===== src/rtl/irq_pkg.sv =====
package irq_pkg;

    // Register addresses on the bus port
    localparam logic [2:0] ADR_ENABLE = 3'd0;
    localparam logic [2:0] ADR_PEND   = 3'd1;
    localparam logic [2:0] ADR_MASK   = 3'd2;
    localparam logic [2:0] ADR_INSRV  = 3'd3;
    localparam logic [2:0] ADR_VECTOR = 3'd4;

    // Acknowledge handshake states
    typedef enum logic {
        ACK_IDLE  = 1'b0,
        ACK_REPLY = 1'b1
    } ack_state_t;

endpackage


===== src/rtl/irq_prio_select.sv =====
module irq_prio_select #(
    parameter int NSRC = 16,
    parameter int IDXW = $clog2(NSRC)
) (
    input  logic [NSRC-1:0] pend,
    input  logic [NSRC-1:0] mask,
    input  logic [NSRC-1:0] insrv,
    output logic            any_elig,
    output logic [IDXW-1:0] win_idx
);

    // blocked_by_above[i] is set when some in-service bit above i is set
    logic [NSRC-1:0] blocked_by_above;
    logic [NSRC-1:0] elig;

    assign blocked_by_above[NSRC-1] = 1'b0;

    generate
        for (genvar g = 0; g < NSRC - 1; g++) begin : g_block
            assign blocked_by_above[g] = blocked_by_above[g+1] | insrv[g+1];
        end
    endgenerate

    assign elig     = pend & mask & ~blocked_by_above;
    assign any_elig = |elig;

    // Highest set bit wins; the lowest index is returned when none is set
    always_comb begin
        win_idx = '0;
        for (int k = 0; k < NSRC; k++) begin
            if (elig[k]) begin
                win_idx = IDXW'(k);
            end
        end
    end

endmodule


===== src/rtl/irq_src_bank.sv =====
module irq_src_bank
    import irq_pkg::*;
#(
    parameter int NSRC = 16,
    parameter int IDXW = $clog2(NSRC)
) (
    input  logic            clk,
    input  logic            rst_n,
    input  logic [NSRC-1:0] src_evt,
    input  logic            wr_en,
    input  logic [2:0]      wr_addr,
    input  logic [NSRC-1:0] wr_data,
    input  logic            take,
    input  logic [IDXW-1:0] take_idx,
    input  logic            sw_eoi,
    output logic [NSRC-1:0] en_q,
    output logic [NSRC-1:0] pend_q,
    output logic [NSRC-1:0] mask_q,
    output logic [NSRC-1:0] insrv_q
);

    logic [NSRC-1:0] en_d, pend_d, mask_d, insrv_d;

    always_comb begin
        en_d    = en_q;
        mask_d  = mask_q;
        pend_d  = pend_q;
        insrv_d = insrv_q;

        if (wr_en && wr_addr == ADR_ENABLE) en_d = wr_data;
        if (wr_en && wr_addr == ADR_MASK)   mask_d = wr_data;

        // Pending: software can only clear, acknowledge clears the winner
        if (wr_en && wr_addr == ADR_PEND) pend_d = pend_d & wr_data;
        if (take) pend_d[take_idx] = 1'b0;
        // New events win over clears, but only for sources enabled now
        pend_d = pend_d | (src_evt & en_q);
        // Disabling a source drops its pending bit at once
        pend_d = pend_d & en_d;

        if (wr_en && wr_addr == ADR_INSRV) insrv_d = insrv_d & wr_data;
        if (take && sw_eoi) insrv_d[take_idx] = 1'b1;
    end

    always_ff @(posedge clk or negedge rst_n) begin
        if (!rst_n) begin
            en_q    <= '0;
            mask_q  <= '0;
            pend_q  <= '0;
            insrv_q <= '0;
        end else begin
            en_q    <= en_d;
            mask_q  <= mask_d;
            pend_q  <= pend_d;
            insrv_q <= insrv_d;
        end
    end


    pend_needs_enable_chk: assert property (@(posedge clk) disable iff (!rst_n)
        ((pend_q & ~$past(pend_q)) & ~$past(en_q)) == '0);


    insrv_from_ack_chk: assert property (@(posedge clk) disable iff (!rst_n)
        ((insrv_q & ~$past(insrv_q)) != '0) |-> $past(take && sw_eoi));

endmodule


===== src/rtl/irq_ack_fsm.sv =====
module irq_ack_fsm
    import irq_pkg::*;
#(
    parameter int NSRC  = 16,
    parameter int IDXW  = $clog2(NSRC),
    parameter int VEC_W = 8,
    localparam int BASE_W = VEC_W - IDXW
) (
    input  logic              clk,
    input  logic              rst_n,
    input  logic              ack_req,
    input  logic              any_elig,
    input  logic [IDXW-1:0]   win_idx,
    input  logic [BASE_W-1:0] vec_base,
    output logic              take,
    output logic              ack_valid,
    output logic [VEC_W-1:0]  ack_vector
);

    ack_state_t state_q, state_d;
    logic       accept;

    always_comb begin
        state_d = state_q;
        accept  = 1'b0;
        unique case (state_q)
            ACK_IDLE: begin
                if (ack_req) begin
                    accept  = 1'b1;
                    state_d = ACK_REPLY;
                end
            end
            ACK_REPLY: begin
                state_d = ACK_IDLE;
            end
            default: state_d = ACK_IDLE;
        endcase
    end

    // The registers change only when a real source is taken
    assign take = accept & any_elig;

    always_ff @(posedge clk or negedge rst_n) begin
        if (!rst_n) state_q <= ACK_IDLE;
        else        state_q <= state_d;
    end

    always_ff @(posedge clk or negedge rst_n) begin
        if (!rst_n) begin
            ack_valid  <= 1'b0;
            ack_vector <= '0;
        end else begin
            ack_valid <= accept;
            if (accept) begin
                ack_vector <= any_elig ? {vec_base, win_idx} : {vec_base, {IDXW{1'b0}}};
            end
        end
    end


    ack_single_chk: assert property (@(posedge clk) disable iff (!rst_n)
        ack_valid |=> !ack_valid);

endmodule


===== src/rtl/irq_prio_ctrl.sv =====
module irq_prio_ctrl
    import irq_pkg::*;
#(
    parameter int NSRC  = 16,
    parameter int VEC_W = 8,
    localparam int IDXW   = $clog2(NSRC),
    localparam int BASE_W = VEC_W - IDXW,
    localparam int SW_BIT = IDXW - 1
) (
    input  logic             clk,
    input  logic             rst_n,
    input  logic [NSRC-1:0]  src_evt,
    input  logic             bus_wr,
    input  logic [2:0]       bus_addr,
    input  logic [NSRC-1:0]  bus_wdata,
    output logic [NSRC-1:0]  bus_rdata,
    input  logic             ack_req,
    output logic             ack_valid,
    output logic [VEC_W-1:0] ack_vector,
    output logic             irq
);

    logic [NSRC-1:0]  en_q, pend_q, mask_q, insrv_q;
    logic [VEC_W-1:0] vec_q;
    logic             any_elig, take;
    logic [IDXW-1:0]  win_idx;

    irq_src_bank #(.NSRC(NSRC), .IDXW(IDXW)) u_bank (
        .clk      (clk),
        .rst_n    (rst_n),
        .src_evt  (src_evt),
        .wr_en    (bus_wr),
        .wr_addr  (bus_addr),
        .wr_data  (bus_wdata),
        .take     (take),
        .take_idx (win_idx),
        .sw_eoi   (vec_q[SW_BIT]),
        .en_q     (en_q),
        .pend_q   (pend_q),
        .mask_q   (mask_q),
        .insrv_q  (insrv_q)
    );

    irq_prio_select #(.NSRC(NSRC), .IDXW(IDXW)) u_sel (
        .pend     (pend_q),
        .mask     (mask_q),
        .insrv    (insrv_q),
        .any_elig (any_elig),
        .win_idx  (win_idx)
    );

    irq_ack_fsm #(.NSRC(NSRC), .IDXW(IDXW), .VEC_W(VEC_W)) u_ack (
        .clk        (clk),
        .rst_n      (rst_n),
        .ack_req    (ack_req),
        .any_elig   (any_elig),
        .win_idx    (win_idx),
        .vec_base   (vec_q[VEC_W-1 -: BASE_W]),
        .take       (take),
        .ack_valid  (ack_valid),
        .ack_vector (ack_vector)
    );

    always_ff @(posedge clk or negedge rst_n) begin
        if (!rst_n) vec_q <= '0;
        else if (bus_wr && bus_addr == ADR_VECTOR) vec_q <= bus_wdata[VEC_W-1:0];
    end

    always_ff @(posedge clk or negedge rst_n) begin
        if (!rst_n) irq <= 1'b0;
        else        irq <= any_elig;
    end

    always_comb begin
        unique case (bus_addr)
            ADR_ENABLE: bus_rdata = en_q;
            ADR_PEND:   bus_rdata = pend_q;
            ADR_MASK:   bus_rdata = mask_q;
            ADR_INSRV:  bus_rdata = insrv_q;
            ADR_VECTOR: bus_rdata = {{(NSRC-VEC_W){1'b0}}, vec_q};
            default:    bus_rdata = '0;
        endcase
    end


    irq_has_source_chk: assert property (@(posedge clk) disable iff (!rst_n)
        irq |-> $past((pend_q & mask_q) != '0));

endmodule


===== config.mk =====
export PLATFORM = sky130hd
export DESIGN_NAME = irq_prio_ctrl
export DESIGN_NICKNAME = d
export VERILOG_FILES = /design/src/rtl/irq_pkg.sv /design/src/rtl/irq_prio_select.sv /design/src/rtl/irq_src_bank.sv /design/src/rtl/irq_ack_fsm.sv /design/src/rtl/irq_prio_ctrl.sv
export SDC_FILE = /design/constraint.sdc
export NUM_CORES = 1
export LEC_CHECK = 0
export ABC_AREA = 1
export CAP_MARGIN = 20
export CORE_MARGIN = 5
export CORE_UTILIZATION = 38
export CTS_CLUSTER_DIAMETER = 80
export CTS_CLUSTER_SIZE = 25
export DETAILED_ROUTE_END_ITERATION = 6
export GPL_ROUTABILITY_DRIVEN = 0
export HOLD_SLACK_MARGIN = 0.1
export PLACE_DENSITY = 0.59
export SLEW_MARGIN = 25
export SYNTH_ARGS = -nofsm -noshare
export SYNTH_HDL_FRONTEND = slang
export SYNTH_SLANG_ARGS = --single-unit

===== constraint.sdc =====
create_clock -name clk -period 3.1 [get_ports clk]
set_input_delay 0.93 -clock clk [delete_from_list [all_inputs] [get_ports clk]]
set_output_delay 0.93 -clock clk [all_outputs]
set_load 0.02 [all_outputs]

==> flow_summary.ini <==
[power_and_ir_drop]
part_of_the_total_power_dissipated_in_sequential_elements = 0.375
clock_power_share = 0.206
power.ir.vdd_worst_mv = 0.344
sw_frac_of_total = 0.410
comb_power_share = 0.418
p_int_mw = 2.43
power.leakage_nw = 2.63
power_switching_mw = 1.69
total_power_mw = 4.12
pwr_density_cell_mw_per_mm2 = 750

[worst_setup_path]
critical_path.cell_chain = clkdlybuf4s15_2 > inv_1 > nand2_2 > inv_4 > buf_4 > bufbuf_16 > nand2_1 > o2111ai_1 > buf_2
critical_path.max_fanout = 5
timing.critical_path.from_type = input port
buf_inv_on_cp = 6
rr_worst_depth = 24
slowest_delay_ns = 0.24
rr_startpoint = u_bank.insrv_q[15]$_DFF_PN0_
setup.worst_path.end_class = output pin
cp_data_required_time_ns = 2.17
worst_ep_arrival_time_ns = 2.11
r2r-end = u_bank.pend_q[1]$_DFF_PN0_
critical-path-slowest-cell = sky130_fd_sc_hd__bufbuf_16
path_delay_family = buffers and inverters
rrSetupSlack_ns = 0.18
path_class = in2out

[sta]
clock_skew_ns = 0.00801
timing_max_transition_violations_final = 0
post-route-period-util = 0.980
timing.hold.ws_ns = 0.483
setup_viols_final = 0
hold_violations = 0
fin_tns_setup_ns = 0
remaining_max_slew_budget_at_the_tightest_pin = 0.597
tightestPinTransition_ns = 0.605
period_needed_ns = 3.04
maxClockFrequency_mhz = 329
rsz0062_at_grt = no
postLayoutSetupSlackWorst_ns = 0.0628

[synthesis]
edff_count_synth = 0
synth.cells.most_frequent = sky130_fd_sc_hd__nand2_1, sky130_fd_sc_hd__dfrtp_1, sky130_fd_sc_hd__o21ai_0
asyncSetResetFlopFracSynth = 1.00
synth_sequential_area_ratio = 0.485
yosysTopAreaCellShare = 0.485
synth_flop_cell = sky130_fd_sc_hd__dfrtp_1
synth_area_in_xor_xnor = 0
yosysTopAreaCell = sky130_fd_sc_hd__dfrtp_1
synthesized_area_per_cell_um2 = 8.12
syn_area_mm2 = 0.00423
yosys.area_share.simple = 0.228
most_frequent_cell_after_synthesis = sky130_fd_sc_hd__nand2_1
ys_warn_count = 0
synth_fp_nets = 560
ys_ff_latch = 82
yosys-top-cells-area = sky130_fd_sc_hd__dfrtp_1, sky130_fd_sc_hd__nand2_1, sky130_fd_sc_hd__o21ai_0
number_of_distinct_standard_cells_referenced_by_the_synthesized_netlist = 35
adder_cell_share_of_the_synthesized_area = 0
synth_compound_gate_area_share = 0.198
syn_inst = 521
synthMuxAreaShare = 0.0160
combinational_family_with_the_most_area_after_synthesis = simple AND/OR/NAND/NOR gates

[place]
place_hpwl_um = 9560
placedCellCount = 737
number_of_input_and_output_port_buffers_inserted = 64
place_ws_ns = -0.747

[clock_tree]
cts.htree.levels = 3
cts_tree = yes
post_cts_hold_buffer_count = 0
clk-insertion-delay-late_ns = 0.35
max-clock-path-buffers = 2
clock_tree_root_buffer_cell = sky130_fd_sc_hd__clkbuf_8
cts_inserted_buffers = 9
clock_sinks = 82
cts.clk_slew.worst_paths_ns = 0.08

[layout]
final_nets = 653
area_growth_syn_to_layout_pct = 29.8
post_route_cells_drive_above_1_share = 0.194
layout.filler_cells = 1085
insertedDiodeCount = 0
layoutNonFillerInstCount = 757

[hold_path]
min_path_cells = 2
hp-start = u_ack.ack_vector[0]$_DFFE_PN0P_
min-delay-path-class = reg2reg
timing.hold.worst_endpoint = u_ack.ack_vector[0]$_DFFE_PN0P_

[run_status]
status = complete, no violations

[detailed_routing]
drc_errors = 0
ant_nets = 0
drt_wl_total_um = 13000
drt_first_iter_violations = 252
post_drt_wl_per_cell_um = 17.2
drt-vias-per-instance = 5.32
vias = 4028
detailedRoute.firstPassIterationCount = 5

[grt]
pin_count_of_the_biggest_net_entering_global_routing = 45
first_global_vias = 4000
number_of_antenna_violations_at_the_first_check_in_global_routing = 0
grt_use_total = 0.205
global_route_wire_length_before_repair_um = 21100
grt.overflow.total = 0

[floorplanning]
die-width_um = 116
design.die.area_mm2 = 0.0133
starting_utilization_of_the_core_area = 0.389
core_mm2 = 0.0109
core.rowCount = 38
top_level_ports = 65
die_y_um = 116

[flow_run]
maxCapViolCount = 0
worst max path at each step:
stage / start / end / slack [ns] / cells past startpoint
6_report: bus_addr[0] / bus_rdata[15] / 0.06 / 9
5_1_grt: bus_addr[0] / bus_rdata[14] / 0.003 / 9
4_1_cts: bus_addr[1] / bus_rdata[4] / 0.01 / 10
3_5_place_dp: bus_addr[2] / bus_rdata[7] / -0.75 / 7
3_3_place_gp: bus_addr[2] / bus_rdata[7] / -0.74 / 7
2_1_floorplan: bus_addr[0] / bus_rdata[7] / 0.24 / 6
flip-flops by register name, summed over array words and instances (netlist names):
| name | flops |
|---|---|
| vec_q | 8 |
| u_bank.insrv_q | 16 |
| u_bank.en_q | 16 |
| u_ack.ack_valid | 1 |
| u_bank.mask_q | 16 |
| u_ack.ack_vector | 8 |
| u_bank.pend_q | 16 |
| irq | 1 |
per-layer routing:
metal  routed length, um  GRT usage  up-vias
li1                    -          -     1929
met1                5820      0.283     1945
met2                6270      0.337      145
met3                 846     0.0407        9
met4                 101     0.0407        0
met5                   0          0        -
power by group through the flow:
stage                     Sequential (mW)  Clock (mW)  Combinational (mW)
after floorplan                      1.54           0                1.07
after global placement               1.55           0                1.67
after detailed placement             1.56           0                1.69
after CTS                            1.54       0.870                1.68
after global routing                 1.58       0.924                1.90
final                                1.54       0.850                1.72
kinds of logic after synthesis:
group / Yosys count
and+or+nand+nor: 213
buffers and inverters: 82
muxes: 6
AOI/OAI and AO/OA: 138
DFF: 82
layout make-up:
class,instances,area [um^2],area share
clock buffers,11,141,0.0257
clock inverters,3,65.1,0.0118
inverters,68,259,0.0472
multi-input cells,357,1910,0.348
flip-flops and latches,82,2050,0.374
well taps,140,175,0.0319
repair buffers,96,888,0.162
worst reg2reg max path: stages (launching register included):
cell and delay [ns]:
sky130_fd_sc_hd__dfrtp_1 0.44, sky130_fd_sc_hd__nor2_2 0.20, sky130_fd_sc_hd__nand4_2 0.13, sky130_fd_sc_hd__nor2_2 0.15, sky130_fd_sc_hd__nand4_1 0.14, sky130_fd_sc_hd__nor2_2 0.18
sky130_fd_sc_hd__nand3_2 0.11, sky130_fd_sc_hd__nor2_2 0.12, sky130_fd_sc_hd__nand4_1 0.09, sky130_fd_sc_hd__nand2_1 0.08, sky130_fd_sc_hd__nand2_1 0.06, sky130_fd_sc_hd__nand2_1 0.06
sky130_fd_sc_hd__nand2_1 0.05, sky130_fd_sc_hd__nand2_1 0.08, sky130_fd_sc_hd__nand2_1 0.06, sky130_fd_sc_hd__nand2_1 0.06, sky130_fd_sc_hd__nand2_1 0.05, sky130_fd_sc_hd__nand2_1 0.06
sky130_fd_sc_hd__nand2_1 0.06, sky130_fd_sc_hd__nand2_2 0.09, sky130_fd_sc_hd__nand2_4 0.11, sky130_fd_sc_hd__nand2_4 0.14, sky130_fd_sc_hd__nand4_1 0.14, sky130_fd_sc_hd__nand2_1 0.09
sky130_fd_sc_hd__a21oi_1 0.06
cells in the final DEF, fill, tap and decap left out, drive strengths merged, types with 2 or more instances in the layout:
master and instances:
a21boi 2, clkinv 2, nor4 2, a21oi 17
mux2 6, nand4 24, o2111ai 6, nand2 147
inv 67, nor2 14, o21ai 86, clkbuf 12
o221ai 2, o31ai 3, o21bai 9, bufinv 2
nand3 12, or2 14, o211ai 3, a22o 2
clkdlybuf4s50 44, dfrtp 82, buf 48, a221oi 5
clkdlybuf4s15 2
per-stage QoR:
stage,area [um^2],util
finish,5490,0.504
global route,5490,0.504
CTS,5450,0.500
detailed placement,5230,0.481
global placement,5230,0.481
floorplan,4230,-
what timing repair did:
action,CTS,global route
setup endpoints to repair,16,17
cloned,1,0
gates resized for setup,86,11
pin swaps,2,7
buffers inserted,2,3
Power figures use the tool's default switching activity.
